### src/rtl/irqc_pkg.sv
package irqc_pkg;

    localparam int NUM_SRC       = 32;
    localparam int DATA_W        = 32;
    localparam int ADDR_W        = 3;
    localparam int MASTER_W      = 2;
    localparam logic [NUM_SRC-1:0] DEF_EDGE_MASK = 32'hFFFF_0000;

    typedef enum logic [ADDR_W-1:0] {
        SEL_STATUS = 3'd0,
        SEL_PEND   = 3'd1,
        SEL_ENAB   = 3'd2,
        SEL_ACK    = 3'd3,
        SEL_SETEN  = 3'd4,
        SEL_CLREN  = 3'd5,
        SEL_VEC    = 3'd6,
        SEL_MASTER = 3'd7
    } reg_sel_e;

    typedef struct packed {
        logic enab;
        logic ack;
        logic set_en;
        logic clr_en;
        logic master;
    } wr_strobe_t;

    function automatic wr_strobe_t decode_write(input logic wen,
                                                input logic [ADDR_W-1:0] addr);
        wr_strobe_t s;
        s.enab   = wen && (addr == SEL_ENAB);
        s.ack    = wen && (addr == SEL_ACK);
        s.set_en = wen && (addr == SEL_SETEN);
        s.clr_en = wen && (addr == SEL_CLREN);
        s.master = wen && (addr == SEL_MASTER);
        return s;
    endfunction

    // mask of all bit positions strictly below idx
    function automatic logic [NUM_SRC-1:0] below_mask(input int unsigned idx);
        logic [NUM_SRC-1:0] m;
        for (int b = 0; b < NUM_SRC; b++) m[b] = (b < idx);
        return m;
    endfunction

endpackage

### src/rtl/irqc_capture.sv
module irqc_capture #(
    parameter int                 N_SRC     = 32,
    parameter logic [N_SRC-1:0]   EDGE_MASK = '0
) (
    input  logic             clk,
    input  logic             rst,
    input  logic [N_SRC-1:0] irq_in,
    input  logic             ack_wr,
    input  logic [N_SRC-1:0] ack_bits,
    output logic [N_SRC-1:0] status
);

    logic [N_SRC-1:0] line_d;
    logic [N_SRC-1:0] hit;
    logic [N_SRC-1:0] clr;

    assign clr = ack_wr ? ack_bits : '0;

    always_ff @(posedge clk) begin
        if (rst) line_d <= '0;
        else     line_d <= irq_in;
    end

    for (genvar g = 0; g < N_SRC; g++) begin : g_line
        if (EDGE_MASK[g]) begin : g_edge
            assign hit[g] = irq_in[g] & ~line_d[g];


            edge_only_rise_chk: assert property (@(posedge clk) disable iff (rst)
                $rose(status[g]) |-> $past(irq_in[g] && !line_d[g]));
        end else begin : g_level
            assign hit[g] = irq_in[g];


            level_capture_chk: assert property (@(posedge clk) disable iff (rst)
                (irq_in[g] && !clr[g]) |=> status[g]);
        end

        always_ff @(posedge clk) begin
            if (rst)         status[g] <= 1'b0;
            else if (clr[g]) status[g] <= 1'b0;
            else if (hit[g]) status[g] <= 1'b1;
        end
    end


    ack_clears_chk: assert property (@(posedge clk) disable iff (rst)
        ack_wr |=> ((status & $past(ack_bits)) == '0));

endmodule

### src/rtl/irqc_enable.sv
module irqc_enable
    import irqc_pkg::*;
#(
    parameter int N_SRC = 32
) (
    input  logic             clk,
    input  logic             rst,
    input  wr_strobe_t       wr,
    input  logic [N_SRC-1:0] wbits,
    output logic [N_SRC-1:0] enable
);

    always_ff @(posedge clk) begin
        if (rst)             enable <= '0;
        else if (wr.enab)    enable <= wbits;
        else if (wr.set_en)  enable <= enable | wbits;
        else if (wr.clr_en)  enable <= enable & ~wbits;
    end


    set_en_chk: assert property (@(posedge clk) disable iff (rst)
        wr.set_en |=> ((enable & $past(wbits)) == $past(wbits)));


    set_en_keep_chk: assert property (@(posedge clk) disable iff (rst)
        wr.set_en |=> ((enable & ~$past(wbits)) == ($past(enable) & ~$past(wbits))));


    clr_en_chk: assert property (@(posedge clk) disable iff (rst)
        wr.clr_en |=> ((enable & $past(wbits)) == '0));


    enab_write_chk: assert property (@(posedge clk) disable iff (rst)
        wr.enab |=> (enable == $past(wbits)));

endmodule

### src/rtl/irqc_prio_enc.sv
module irqc_prio_enc #(
    parameter int N_SRC = 32,
    localparam int IDX_W = (N_SRC > 1) ? $clog2(N_SRC) : 1
) (
    input  logic [N_SRC-1:0] req,
    output logic             any,
    output logic [IDX_W-1:0] idx
);

    always_comb begin
        any = 1'b0;
        idx = '0;
        for (int i = N_SRC - 1; i >= 0; i--) begin
            if (req[i]) begin
                any = 1'b1;
                idx = IDX_W'(i);
            end
        end
    end

endmodule

### src/rtl/vec_irq_ctrl.sv
module vec_irq_ctrl
    import irqc_pkg::*;
#(
    parameter int                 N_SRC     = irqc_pkg::NUM_SRC,
    parameter logic [N_SRC-1:0]   EDGE_MASK = irqc_pkg::DEF_EDGE_MASK,
    localparam int                IDX_W     = (N_SRC > 1) ? $clog2(N_SRC) : 1
) (
    input  logic              clk,
    input  logic              rst,
    input  logic [ADDR_W-1:0] bus_addr,
    input  logic              bus_wen,
    input  logic [DATA_W-1:0] bus_wdata,
    output logic [DATA_W-1:0] bus_rdata,
    input  logic [N_SRC-1:0]  irq_in,
    output logic              irq_out
);

    wr_strobe_t           wr;
    logic [N_SRC-1:0]     wbits;
    logic [N_SRC-1:0]     status;
    logic [N_SRC-1:0]     enable;
    logic [N_SRC-1:0]     pending;
    logic [MASTER_W-1:0]  master_q;
    logic                 any_pend;
    logic [IDX_W-1:0]     vec_idx;

    assign wr      = decode_write(bus_wen, bus_addr);
    assign wbits   = bus_wdata[N_SRC-1:0];
    assign pending = status & enable;

    irqc_capture #(.N_SRC(N_SRC), .EDGE_MASK(EDGE_MASK)) u_capture (
        .clk      (clk),
        .rst      (rst),
        .irq_in   (irq_in),
        .ack_wr   (wr.ack),
        .ack_bits (wbits),
        .status   (status)
    );

    irqc_enable #(.N_SRC(N_SRC)) u_enable (
        .clk    (clk),
        .rst    (rst),
        .wr     (wr),
        .wbits  (wbits),
        .enable (enable)
    );

    irqc_prio_enc #(.N_SRC(N_SRC)) u_prio (
        .req (pending),
        .any (any_pend),
        .idx (vec_idx)
    );

    always_ff @(posedge clk) begin
        if (rst)            master_q <= '0;
        else if (wr.master) master_q <= bus_wdata[MASTER_W-1:0];
    end

    assign irq_out = (&master_q) & any_pend;

    always_comb begin
        bus_rdata = '0;
        case (reg_sel_e'(bus_addr))
            SEL_STATUS: bus_rdata[N_SRC-1:0] = status;
            SEL_PEND:   bus_rdata[N_SRC-1:0] = pending;
            SEL_ENAB:   bus_rdata[N_SRC-1:0] = enable;
            SEL_VEC:    bus_rdata = any_pend ? DATA_W'(vec_idx) : '1;
            SEL_MASTER: bus_rdata[MASTER_W-1:0] = master_q;
            default:    bus_rdata = '0;
        endcase
    end


    vec_is_pending_chk: assert property (@(posedge clk) disable iff (rst)
        any_pend |-> pending[vec_idx]);


    vec_is_lowest_chk: assert property (@(posedge clk) disable iff (rst)
        any_pend |-> ((pending & below_mask(32'(vec_idx))) == '0));


    out_needs_master_chk: assert property (@(posedge clk) disable iff (rst)
        (master_q != '1) |-> !irq_out);


    out_needs_pending_chk: assert property (@(posedge clk) disable iff (rst)
        irq_out |-> ((status & enable) != '0));

endmodule

### config.mk
export PLATFORM = sky130hd
export DESIGN_NAME = vec_irq_ctrl
export DESIGN_NICKNAME = d
export VERILOG_FILES = /design/src/rtl/irqc_pkg.sv /design/src/rtl/irqc_capture.sv /design/src/rtl/irqc_enable.sv /design/src/rtl/irqc_prio_enc.sv /design/src/rtl/vec_irq_ctrl.sv
export SDC_FILE = /design/constraint.sdc
export NUM_CORES = 1
export LEC_CHECK = 0
export BUFFER_PORTS_ARGS = -buffer_cell sky130_fd_sc_hd__buf_2
export CORE_ASPECT_RATIO = 0.75
export CORE_MARGIN = 2
export CORE_UTILIZATION = 35
export DETAILED_ROUTE_END_ITERATION = 16
export HOLD_SLACK_MARGIN = 0.12
export PLACE_DENSITY = 0.63
export SYNTH_ARGS = -nofsm -noshare
export SYNTH_HDL_FRONTEND = slang
export SYNTH_HIERARCHICAL = 1
export SYNTH_SLANG_ARGS = --single-unit
### constraint.sdc
create_clock -name clk -period 2.7 [get_ports clk]
set_clock_uncertainty 0.2 [all_clocks]
set_input_delay 0.135 -clock clk [delete_from_list [all_inputs] [get_ports clk]]
set_output_delay 0.135 -clock clk [all_outputs]
set_load 0.02 [all_outputs]
==> results.yml <==
routing:
  firstDrtPassIters: 4
  ant_nets: 0
  routed_wl_mm: 15.2
  num_vias: 4843
  via_per_inst: 5.36
  routedWlPerCell_um: 16.8
  first_iter_violations: 289
  drc_errors: 0
sta:
  grt_setup_unrepaired: "yes"
  setup_slack_ns: -0.103
  setup_violations: 32
  tightest_slew_ns: 0.853
  max_slew_margin_pct: 43.0
  hold_slack_ns: 0.124
  max_freq_ghz: 0.357
  hold_violations: 0
  fin_crit_sh_pct: 104
  fin_tns_setup_ns: -1.74
  slew_violations: 0
  post-route-min-period_ns: 2.80
floorplan:
  initial_utilization_pct: 35.5
  core_area_um2: 12800
  rows: 36
  dieHeight_um: 103
  die_w_um: 136
  boundaryPins: 103
  die_area_um2: 14000
clock_network:
  cts_tree: "done"
  clkLatencyLatePin_ns: 0.35
  clk_path_buf_depth: 2
  cts_inserted_buffers: 9
  clkSlewWorstSetupHoldPaths_ns: 0.06
  cts-root-buf: "clkbuf_16"
  htree_num_levels: 3
  clkSinkCount: 82
critical_path:
  slowest_stage: "or3b_1"
  required_ns: 2.37
  criticalPathCategory: "flip-flop to output port"
  start_kind: "flip-flop"
  rr_worst_depth: 3
  reg2reg_from: "u_capture/status[4]"
  path_max_fanout: 3
  cp.arrival_ns: 2.47
  r2r-end: "u_capture/status[4]"
  r2r_slack_ns: 1.19
  cpPeakStageDelay_ns: 0.40
  crit_chain: "and2_4 > nor2_4 > nor3_2 > o311ai_1 > a31o_2 > a31oi_1 > or3b_1 > o2111ai_2 > o21ai_2 > buf_6"
  end_kind: "output port"
cells_and_area:
  area.growth.synth_to_final_pct: 43.5
  fillers: 1193
  layout-drive-gt1-share_pct: 29.2
  antenna_cells: 0
  nets: 797
  ff_latch_area_um2: 1660
  multi_input_area_um2: 2810
  fin_util_pct: 51.0
worst_hold_path:
  hold_path.startpoint: "rst"
  hp-class: "input pin to flip-flop"
  whs_path_depth: 2
grt:
  grtUsageTotal_pct: 22.0
  grt_max_degree: 49
  grt_pass1_vias: 4703
  antenna_found_initial: 0
  grt_pass1_wl_mm: 23.9
  overflow: 0
power:
  p_leak_uw: 0.00261
  vdd_drop_max_mv: 0.302
  power.density_nw_per_um2: 531
placement:
  portBuffers: 102
  hpwl_mm: 10.1
  place.gp.congestion: 0.877
  dpl_worst_slack_ns: 0.0474
synth:
  syn_area_per_cell_um2: 8.13
  ys_warn_count: 6
  synth_cells: 561
  syn_nets: 631
  netlist_area_um2: 4560
status:
  violations: "negative setup slack"
  status: "finished, violations left"
run:
  drv_cap: 0
## worst max-delay path: cells and delay by family, from the launching register on
kind            cells  cell delay (ns)
compound gates      5             0.87
simple gates        4             0.76
flops               1             0.33
buf+inv             1             0.17
## cell type report
class	instances	area share [%]
flip-flops and latches	82	25.3
well taps	171	3.27
repair buffers	193	22.5
inverters	10	0.612
multi-input cells	431	42.9
clock buffers	10	3.65
clock inverters	6	1.72
## worst max path at each step
| stage | from | to | slack [ns] | cells after the start |
|---|---|---|---|---|
| 2_1_floorplan | u_capture/status[20] | bus_rdata[20] | 0.36 | 8 |
| 3_3_place_gp | u_capture/status[31] | bus_rdata[1] | 0.01 | 10 |
| 3_5_place_dp | u_capture/status[27] | bus_rdata[31] | 0.05 | 10 |
| 4_1_cts | u_capture/status[31] | bus_rdata[1] | -0.13 | 10 |
| 5_1_grt | u_capture/status[27] | bus_rdata[23] | -0.20 | 10 |
| 6_report | u_capture/status[30] | bus_rdata[1] | -0.10 | 10 |
## per-layer routing
| metal | GRT usage, % | vias up | share of wire [%] |
|---|---|---|---|
| li1 | - | 2338 | - |
| met1 | 30.6 | 2298 | 47 |
| met2 | 34.6 | 182 | 44 |
| met3 | 4.72 | 25 | 7.1 |
| met4 | 6.09 | 0 | 1.5 |
| met5 | 0 | - | 0 |
## power breakdown
group / internal, µW / total [µW] / switching, µW
Sequential: 1280 / 1320 / 41.3
Clock: 932 / 1460 / 526
Combinational: 335 / 694 / 359
Total: 2550 / 3470 / 926
## stage by stage
step / cells / instance area, µm² / total power, µW
global route: 903 / 6550 / 3610
finish: 903 / 6550 / 3470
CTS: 901 / 6390 / 3470
floorplan: 561 / 4560 / 1690
global placement: 811 / 5150 / 1860
detailed placement: 811 / 5150 / 1870
## repair_timing
item,4_1_cts,5_1_grt
buffers inserted,9,2
pin swaps,14,18
hold buffers,65,0
setup endpoints to repair,32,32
gates resized for setup,60,39
hold endpoints to repair,82,0
## cell usage in the layout, fill, tap and decap left out, types with 10 or more instances in the layout
cell           instances
a211oi_1              16
a21oi_1               10
a21oi_2               13
a32oi_1               34
and2_1                21
and2_4                11
buf_2                 72
buf_4                 49
dfxtp_1               71
dfxtp_2               11
dlygate4sd3_1         65
nand2_1               67
nor2_1                63
nor2b_1               60
o211ai_1              29
o21a_1                16
o21ai_0               26
Power figures use the tool's default switching activity.
